<file path="src/rtl/tdm6_pkg.sv">
package tdm6_pkg;

  // True when a half-frame position lies inside one of the data slots.
  function automatic bit pos_in_slot(input int pos, input int slots, input int slot_clks);
    return (pos >= 1) && (pos <= slots * slot_clks);
  endfunction

  // Slot index (0-based) of a position inside the data area.
  function automatic int pos_slot(input int pos, input int slot_clks);
    return (pos - 1) / slot_clks;
  endfunction

  // Bit index within the sample word, MSB travelling first.
  function automatic int pos_bit(input int pos, input int slot_clks);
    return slot_clks - 1 - ((pos - 1) % slot_clks);
  endfunction

  // Channel index (0-based): left half carries even indices, right half odd.
  function automatic int slot_chan(input int slot, input bit left);
    return left ? (2 * slot) : (2 * slot + 1);
  endfunction

  // Saturating position step.
  function automatic int step_pos(input int pos, input int pos_max);
    return (pos >= pos_max) ? pos_max : pos + 1;
  endfunction

endpackage

</file>
<file path="src/rtl/tdm6_edge_sync.sv">
module tdm6_edge_sync #(
  parameter int STAGES = 2
) (
  input  logic clk,
  input  logic rst_n,
  input  logic bclk_i,
  input  logic fsync_i,
  input  logic sdin_i,
  output logic bclk_rise,
  output logic bclk_fall,
  output logic fsync_s,
  output logic sdin_s
);
  localparam int NSIG = 3;

  logic [STAGES-1:0][NSIG-1:0] stg;
  logic                        bclk_q;

  generate
    if (STAGES < 2) begin : g_bad_stages
      $error("tdm6_edge_sync needs at least two synchronizer stages");
    end
  endgenerate

  always_ff @(posedge clk or negedge rst_n) begin
    if (!rst_n) begin
      stg    <= '0;
      bclk_q <= 1'b0;
    end else begin
      stg[0] <= {sdin_i, fsync_i, bclk_i};
      for (int i = 1; i < STAGES; i++) begin
        stg[i] <= stg[i-1];
      end
      bclk_q <= stg[STAGES-1][0];
    end
  end

  assign bclk_rise = stg[STAGES-1][0] & ~bclk_q;
  assign bclk_fall = ~stg[STAGES-1][0] & bclk_q;
  assign fsync_s   = stg[STAGES-1][1];
  assign sdin_s    = stg[STAGES-1][2];
endmodule

</file>
<file path="src/rtl/tdm6_frame_timer.sv">
module tdm6_frame_timer
  import tdm6_pkg::*;
#(
  parameter int POS_W      = 7,
  parameter bit LEFT_LEVEL = 1'b1
) (
  input  logic             clk,
  input  logic             rst_n,
  input  logic             bclk_rise,
  input  logic             fsync_s,
  output logic [POS_W-1:0] pos_q,
  output logic             left_q,
  output logic [POS_W-1:0] rise_pos,
  output logic             rise_left,
  output logic             left_start
);
  localparam int POS_MAX = (2 ** POS_W) - 1;

  logic armed;
  logic fs_prev;
  logic half_start;

  // A half begins at the first rising edge that sees a new frame-sync level.
  assign half_start = bclk_rise && armed && (fsync_s != fs_prev);
  assign left_start = half_start && (fsync_s == LEFT_LEVEL);

  // Position and side that apply to the current rising edge.
  assign rise_pos  = half_start ? '0 : POS_W'(step_pos(int'(pos_q), POS_MAX));
  assign rise_left = half_start ? (fsync_s == LEFT_LEVEL) : left_q;

  always_ff @(posedge clk or negedge rst_n) begin
    if (!rst_n) begin
      armed   <= 1'b0;
      fs_prev <= 1'b0;
      pos_q   <= '1;
      left_q  <= 1'b0;
    end else if (bclk_rise) begin
      armed   <= 1'b1;
      fs_prev <= fsync_s;
      pos_q   <= rise_pos;
      left_q  <= rise_left;
    end
  end
endmodule

</file>
<file path="src/rtl/tdm6_tx_lane.sv">
module tdm6_tx_lane
  import tdm6_pkg::*;
#(
  parameter int  SLOTS     = 3,
  parameter int  SLOT_CLKS = 20,
  parameter int  POS_W     = 7,
  localparam int FRAME_W   = 2 * SLOTS * SLOT_CLKS
) (
  input  logic               clk,
  input  logic               rst_n,
  input  logic               left_start,
  input  logic               bclk_fall,
  input  logic [POS_W-1:0]   pos_q,
  input  logic               left_q,
  input  logic [FRAME_W-1:0] tx_samples,
  output logic               sdout,
  output logic [FRAME_W-1:0] hold_flat
);
  localparam int CHANS   = 2 * SLOTS;
  localparam int CH_W    = $clog2(CHANS);
  localparam int BIT_W   = $clog2(SLOT_CLKS);
  localparam int POS_MAX = (2 ** POS_W) - 1;

  logic [CHANS-1:0][SLOT_CLKS-1:0] hold;
  logic [POS_W-1:0]                drv_pos;
  logic                            drv_active;
  logic [CH_W-1:0]                 drv_ch;
  logic [BIT_W-1:0]                drv_bit;
  logic                            drv_val;

  // The bit for the position of the coming rising edge is chosen at each fall.
  always_comb begin
    drv_pos    = POS_W'(step_pos(int'(pos_q), POS_MAX));
    drv_active = pos_in_slot(int'(drv_pos), SLOTS, SLOT_CLKS);
    drv_ch     = CH_W'(slot_chan(pos_slot(int'(drv_pos), SLOT_CLKS), left_q));
    drv_bit    = BIT_W'(pos_bit(int'(drv_pos), SLOT_CLKS));
    drv_val    = drv_active ? hold[drv_ch][drv_bit] : 1'b0;
  end

  always_ff @(posedge clk or negedge rst_n) begin
    if (!rst_n) begin
      hold  <= '0;
      sdout <= 1'b0;
    end else begin
      if (left_start) begin
        hold <= tx_samples;
      end
      if (bclk_fall) begin
        sdout <= drv_val;
      end
    end
  end

  assign hold_flat = hold;
endmodule

</file>
<file path="src/rtl/tdm6_rx_lane.sv">
module tdm6_rx_lane
  import tdm6_pkg::*;
#(
  parameter int  SLOTS     = 3,
  parameter int  SLOT_CLKS = 20,
  parameter int  POS_W     = 7,
  localparam int FRAME_W   = 2 * SLOTS * SLOT_CLKS
) (
  input  logic               clk,
  input  logic               rst_n,
  input  logic               bclk_rise,
  input  logic [POS_W-1:0]   rise_pos,
  input  logic               rise_left,
  input  logic               left_start,
  input  logic               sdin_s,
  output logic [FRAME_W-1:0] rx_samples,
  output logic               rx_valid
);
  localparam int CHANS  = 2 * SLOTS;
  localparam int CH_W   = $clog2(CHANS);
  localparam int BIT_W  = $clog2(SLOT_CLKS);
  localparam int SLOT_W = $clog2(SLOTS + 1);

  logic [SLOT_CLKS-1:0]            shreg;
  logic [SLOT_CLKS-1:0]            word;
  logic [CHANS-1:0][SLOT_CLKS-1:0] stage;
  logic [CHANS-1:0][SLOT_CLKS-1:0] stage_nx;
  logic [CHANS-1:0][SLOT_CLKS-1:0] out_q;
  logic                            take;
  logic                            cap_word;
  logic                            frame_done;
  logic                            left_seen;
  logic [SLOT_W-1:0]               cur_slot;
  logic [CH_W-1:0]                 cur_ch;
  logic [BIT_W-1:0]                cur_bit;

  always_comb begin
    take     = bclk_rise && pos_in_slot(int'(rise_pos), SLOTS, SLOT_CLKS);
    word     = {shreg[SLOT_CLKS-2:0], sdin_s};
    cur_slot = SLOT_W'(pos_slot(int'(rise_pos), SLOT_CLKS));
    cur_ch   = CH_W'(slot_chan(int'(cur_slot), rise_left));
    cur_bit  = BIT_W'(pos_bit(int'(rise_pos), SLOT_CLKS));
    cap_word = take && (cur_bit == '0);
    stage_nx = stage;
    if (cap_word) begin
      stage_nx[cur_ch] = word;
    end
    frame_done = cap_word && !rise_left && left_seen &&
                 (cur_slot == SLOT_W'(SLOTS - 1));
  end

  always_ff @(posedge clk or negedge rst_n) begin
    if (!rst_n) begin
      shreg     <= '0;
      stage     <= '0;
      out_q     <= '0;
      rx_valid  <= 1'b0;
      left_seen <= 1'b0;
    end else begin
      if (take) begin
        shreg <= word;
      end
      stage    <= stage_nx;
      rx_valid <= frame_done;
      if (frame_done) begin
        out_q <= stage_nx;
      end
      if (left_start) begin
        left_seen <= 1'b1;
      end else if (frame_done) begin
        left_seen <= 1'b0;
      end
    end
  end

  assign rx_samples = out_q;
endmodule

</file>
<file path="src/rtl/tdm6_serdes.sv">
module tdm6_serdes #(
  parameter int  SLOTS       = 3,
  parameter int  SLOT_CLKS   = 20,
  parameter int  HALF_CLKS   = 64,
  parameter int  SYNC_STAGES = 2,
  parameter bit  LEFT_LEVEL  = 1'b1,
  localparam int FRAME_W     = 2 * SLOTS * SLOT_CLKS
) (
  input  logic               clk,
  input  logic               rst_n,
  input  logic               bclk,
  input  logic               fsync,
  input  logic               sdin,
  output logic               sdout,
  input  logic [FRAME_W-1:0] tx_samples,
  output logic [FRAME_W-1:0] rx_samples,
  output logic               rx_valid
);
  localparam int POS_W = $clog2(HALF_CLKS) + 1;

  generate
    if (HALF_CLKS < SLOTS * SLOT_CLKS + 1) begin : g_bad_half
      $error("tdm6_serdes: half-frame too short for its slots");
    end
  endgenerate

  logic               bclk_rise;
  logic               bclk_fall;
  logic               fsync_s;
  logic               sdin_s;
  logic [POS_W-1:0]   pos_q;
  logic               left_q;
  logic [POS_W-1:0]   rise_pos;
  logic               rise_left;
  logic               left_start;
  logic [FRAME_W-1:0] tx_hold;

  tdm6_edge_sync #(.STAGES(SYNC_STAGES)) sync_i (
    .clk(clk), .rst_n(rst_n),
    .bclk_i(bclk), .fsync_i(fsync), .sdin_i(sdin),
    .bclk_rise(bclk_rise), .bclk_fall(bclk_fall),
    .fsync_s(fsync_s), .sdin_s(sdin_s)
  );

  tdm6_frame_timer #(.POS_W(POS_W), .LEFT_LEVEL(LEFT_LEVEL)) timer_i (
    .clk(clk), .rst_n(rst_n),
    .bclk_rise(bclk_rise), .fsync_s(fsync_s),
    .pos_q(pos_q), .left_q(left_q),
    .rise_pos(rise_pos), .rise_left(rise_left),
    .left_start(left_start)
  );

  tdm6_tx_lane #(.SLOTS(SLOTS), .SLOT_CLKS(SLOT_CLKS), .POS_W(POS_W)) tx_i (
    .clk(clk), .rst_n(rst_n),
    .left_start(left_start), .bclk_fall(bclk_fall),
    .pos_q(pos_q), .left_q(left_q),
    .tx_samples(tx_samples),
    .sdout(sdout), .hold_flat(tx_hold)
  );

  tdm6_rx_lane #(.SLOTS(SLOTS), .SLOT_CLKS(SLOT_CLKS), .POS_W(POS_W)) rx_i (
    .clk(clk), .rst_n(rst_n),
    .bclk_rise(bclk_rise), .rise_pos(rise_pos), .rise_left(rise_left),
    .left_start(left_start), .sdin_s(sdin_s),
    .rx_samples(rx_samples), .rx_valid(rx_valid)
  );
endmodule

</file>
<file path="config.mk">
export PLATFORM = sky130hd
export DESIGN_NAME = tdm6_serdes
export DESIGN_NICKNAME = d
export VERILOG_FILES = /design/src/rtl/tdm6_pkg.sv /design/src/rtl/tdm6_edge_sync.sv /design/src/rtl/tdm6_frame_timer.sv /design/src/rtl/tdm6_tx_lane.sv /design/src/rtl/tdm6_rx_lane.sv /design/src/rtl/tdm6_serdes.sv
export SDC_FILE = /design/constraint.sdc
export NUM_CORES = 1
export LEC_CHECK = 0
export BUFFER_PORTS_ARGS = -buffer_cell sky130_fd_sc_hd__clkbuf_2
export CAP_MARGIN = 40
export CORE_ASPECT_RATIO = 1.4
export CORE_MARGIN = 5
export CORE_UTILIZATION = 50
export DETAILED_ROUTE_END_ITERATION = 6
export GPL_ROUTABILITY_DRIVEN = 0
export PLACE_DENSITY = 0.81
export SLEW_MARGIN = 20
export SYNTH_ARGS = -nofsm -noshare
export SYNTH_HDL_FRONTEND = slang
export SYNTH_SLANG_ARGS = --single-unit
</file>
<file path="constraint.sdc">
create_clock -name clk -period 13.5 [get_ports clk]
set_clock_uncertainty 0.05 [all_clocks]
set_input_delay 2.025 -clock clk [delete_from_list [all_inputs] [get_ports clk]]
set_output_delay 2.025 -clock clk [all_outputs]
set_load 0.02 [all_outputs]
</file>
==> out/summary.txt <==
crit share post-route: 45.4%
setup slack, reg-to-reg: 7.36 ns
Hold Crit Endpoint: sync_i.sdin_s
remaining global-route overflow: 0
met3 routed WL: 2920 um
fmax: 163 MHz
synth top area cells: dfrtp_1, mux2_2, mux4_2
cts hold-fix bufs: 0
Max Cap Viol: 0
Synth top area share: 54.6%
area delta synth->final: 16.7%
HP Start: sync_i.stg[2]
TritonCTS Buffers: 37
most used flip-flop cell after synthesis: dfrtp_1
Final nets: 1,592
Starting Density: 50.2%
Ports: 247
Synth Warn #: 0
syn_nets: 1,370
Seq/Total Area, Yosys: 55.7%
crit path max fanout: 33
first-pass GRT wire length: 66,200 um
DRT antenna net count: 0
post-synthesis mux area share: 24.3%
clock sink count: 379
number of synthesized register bits: 379
largest net degree at the start of global routing: 184
Reg2Reg Launch Point: timer_i.pos_q[0]
drt wl/cell: 21.1 um
simple-gate share of the synthesized area: 5.57%
core area: 33,900 sq um
Cells after Synth: 1,236
worst flop-to-flop path endpoint: tx_i.sdout
worst skew pair latency: 0.54 ns
Post-CTS Setup Inserts: 0
Least-Margin Pin Slew: 0.964 ns
Antenna Cells: 0
Clock Path Buffers: 3
endpoints failing setup: 0
Synth Area in Compound Gates: 10.5%
layout cells sized above 1: 47.7%
Adder-Cell Fraction of Synth Area: 0.661%
total wire length: 40,800 um
# DRC: 0
status: finished clean
setup_tns: 0 ns
CTS H-tree lvls: 2
CTS root buf: clkbuf_16
WL met1: 15,800 um
DP Area: 18,800 sq um
port bufs: 246
vias in the first global route: 12,200
post-synth cell types: 77
via count: 11,400
Async SR Flop Fraction: 100%
CTS tree: yes
# resized after CTS: 0
Die H: 228 um
Post-Synth XOR/XNOR Area: 0.778%
post-route cell area: 19,900 sq um
DR vias/cell: 5.91
Syn Area/Cell: 13.8 sq um
DIE WIDTH: 166 um
Post-synth top cells: dfrtp_1, mux2_2, nand2_1, clkbuf_1, a21boi_0
Peak VDD IR: 0.120 mV
initial antenna violation count: 0
Hold Path Class: reg -> reg
Leak: 9.55 nW
Crit path arrival time: 6.51 ns
final hold violations: 0
metal2 WL: 20,500 um
row cnt: 80
CP Launch Type: register
Mapped Area: 17,000 sq um
CP Data Required Time: 13.88 ns
reg2reg path depth: 23
max_slew headroom: 35.7%
area leader, netlist: dfrtp_1
most common cell in the netlist: dfrtp_1
Critical Path Sink Type: register
Top Metal Used: met4
Post-DP HPWL: 27,800 um
initial drt markers: 677
unrepaired setup endpoints after global routing: no
pwr/cell area: 160 nW/um^2
final count of pins violating max slew: 0
full die area: 37,900 sq um
worst hold stages: 0
EDFF count, synth: 0
crit path time final: 6.14 ns
clk slew on worst S/H paths: 0.07 ns
largest family of logic cells by synthesized area: multiplexers
CP Class: reg -> reg
total track usage: 21.2%
1st-pass router iterations: 5
stage by stage:
step	utilization, %	cells	total power [mW]	hold WS, ns	worst slack [ns]
3_5_place_dp	55.3	1870	2.23	0.295	7.53
4_1_cts	58.6	1932	3.21	0.309	7.42
3_3_place_gp	54.7	1860	2.18	0.285	7.41
6_report	58.6	1932	3.19	0.301	7.36
2_1_floorplan	-	1236	1.99	0.281	7.95
5_1_grt	58.6	1932	3.35	0.312	7.03
registers in the layout, indices dropped and copies added, names as in the netlist, 4 cells and up:
name	flops
timer_i.pos_q	7
rx_i.stage	100
tx_i.hold_flat	120
rx_i.rx_samples	120
sync_i.stg	4
rx_i.shreg	19
per-layer routing:
layer  vias to the layer above  global-route usage [%]
li1                       5014                       -
met1                      5849                    26.1
met2                       435                    36.1
met3                       112                    5.61
met4                         0                    7.87
met5                         -                       0
how the worst max path moves through the flow:
stage	from	endpoint	slack [ns]	cells after the start
after detailed placement	timer_i.pos_q[0]	tx_i.sdout	7.53	23
after floorplan	timer_i.pos_q[0]	tx_i.sdout	7.95	26
final	timer_i.pos_q[0]	tx_i.sdout	7.36	23
after global placement	timer_i.pos_q[0]	rx_i.stage[5]	7.41	14
after CTS	timer_i.pos_q[0]	tx_i.sdout	7.42	23
after global routing	timer_i.pos_q[0]	tx_i.sdout	7.03	23
cells by family (layout without fill, tap and decap cells):
group | Yosys count | in the layout
fa+ha+maj | 9 | 9
flops | 379 | 379
simple gates | 189 | 189
compound gates | 228 | 228
mux | 325 | 325
buf+inv | 93 | 338
xor+xnor | 13 | 13
placed cells by master, fill, tap and decap left out, types with 6 or more instances in the layout:
cell and n:
dfrtp_1 370, clkbuf_2 245, mux2_2 244, nand2_1 74, a21boi_0 43, a31o_2 41
o2bb2ai_1 39, mux2_4 38, clkbuf_16 37, mux4_2 31, nor2_1 25, a21oi_1 23
o21ai_0 22, nand3_1 17, buf_4 13, nor3_1 12, mux2i_1 11, or3_1 9
ha_1 9, clkinv_2 9, and2_1 7, inv_1 7, nand2b_1 7, dfstp_2 7
a21o_1 6, xor2_1 6, xnor2_1 6
power breakdown:
group | switching (mW) | internal (mW) | leakage (nW) | total (mW)
logic | 0.462 | 0.398 | 4.00 | 0.861
clock network | 0.436 | 0.536 | 0.565 | 0.972
registers | 0.0993 | 1.26 | 4.99 | 1.36
total | 0.998 | 2.19 | 9.55 | 3.19
worst max-delay path: stages (launching register included):
cell and delay [ns]:
dfstp_2 0.41, ha_1 0.35, a21o_1 0.24, nand4_1 0.20
and2_1 0.17, buf_4 0.43, inv_1 0.12, ha_1 0.29
or3_1 0.37, nor4_4 0.51, xnor2_1 0.39, nor3_1 0.28
nor4_1 0.08, and4b_1 0.54, xnor2_4 0.23, inv_1 0.08
ha_1 0.25, nand2_1 0.08, a21oi_1 0.04, mux2i_1 0.17
nand2_1 0.10, xnor2_1 0.15, nand2b_1 0.17, o41ai_1 0.30
cell type report:
cell class                      count  area (sq um)
Clock buffer                       47          1010
Clock inverter                     15           109
Fill cell                        2582         14000
Inverter                            7          26.3
Multi-Input combinational cell    764          7140
Sequential cell                   379          9500
Tap cell                          451           564
Timing Repair Buffer              269          1530
Note: power is estimated with default switching activity, not from simulation.
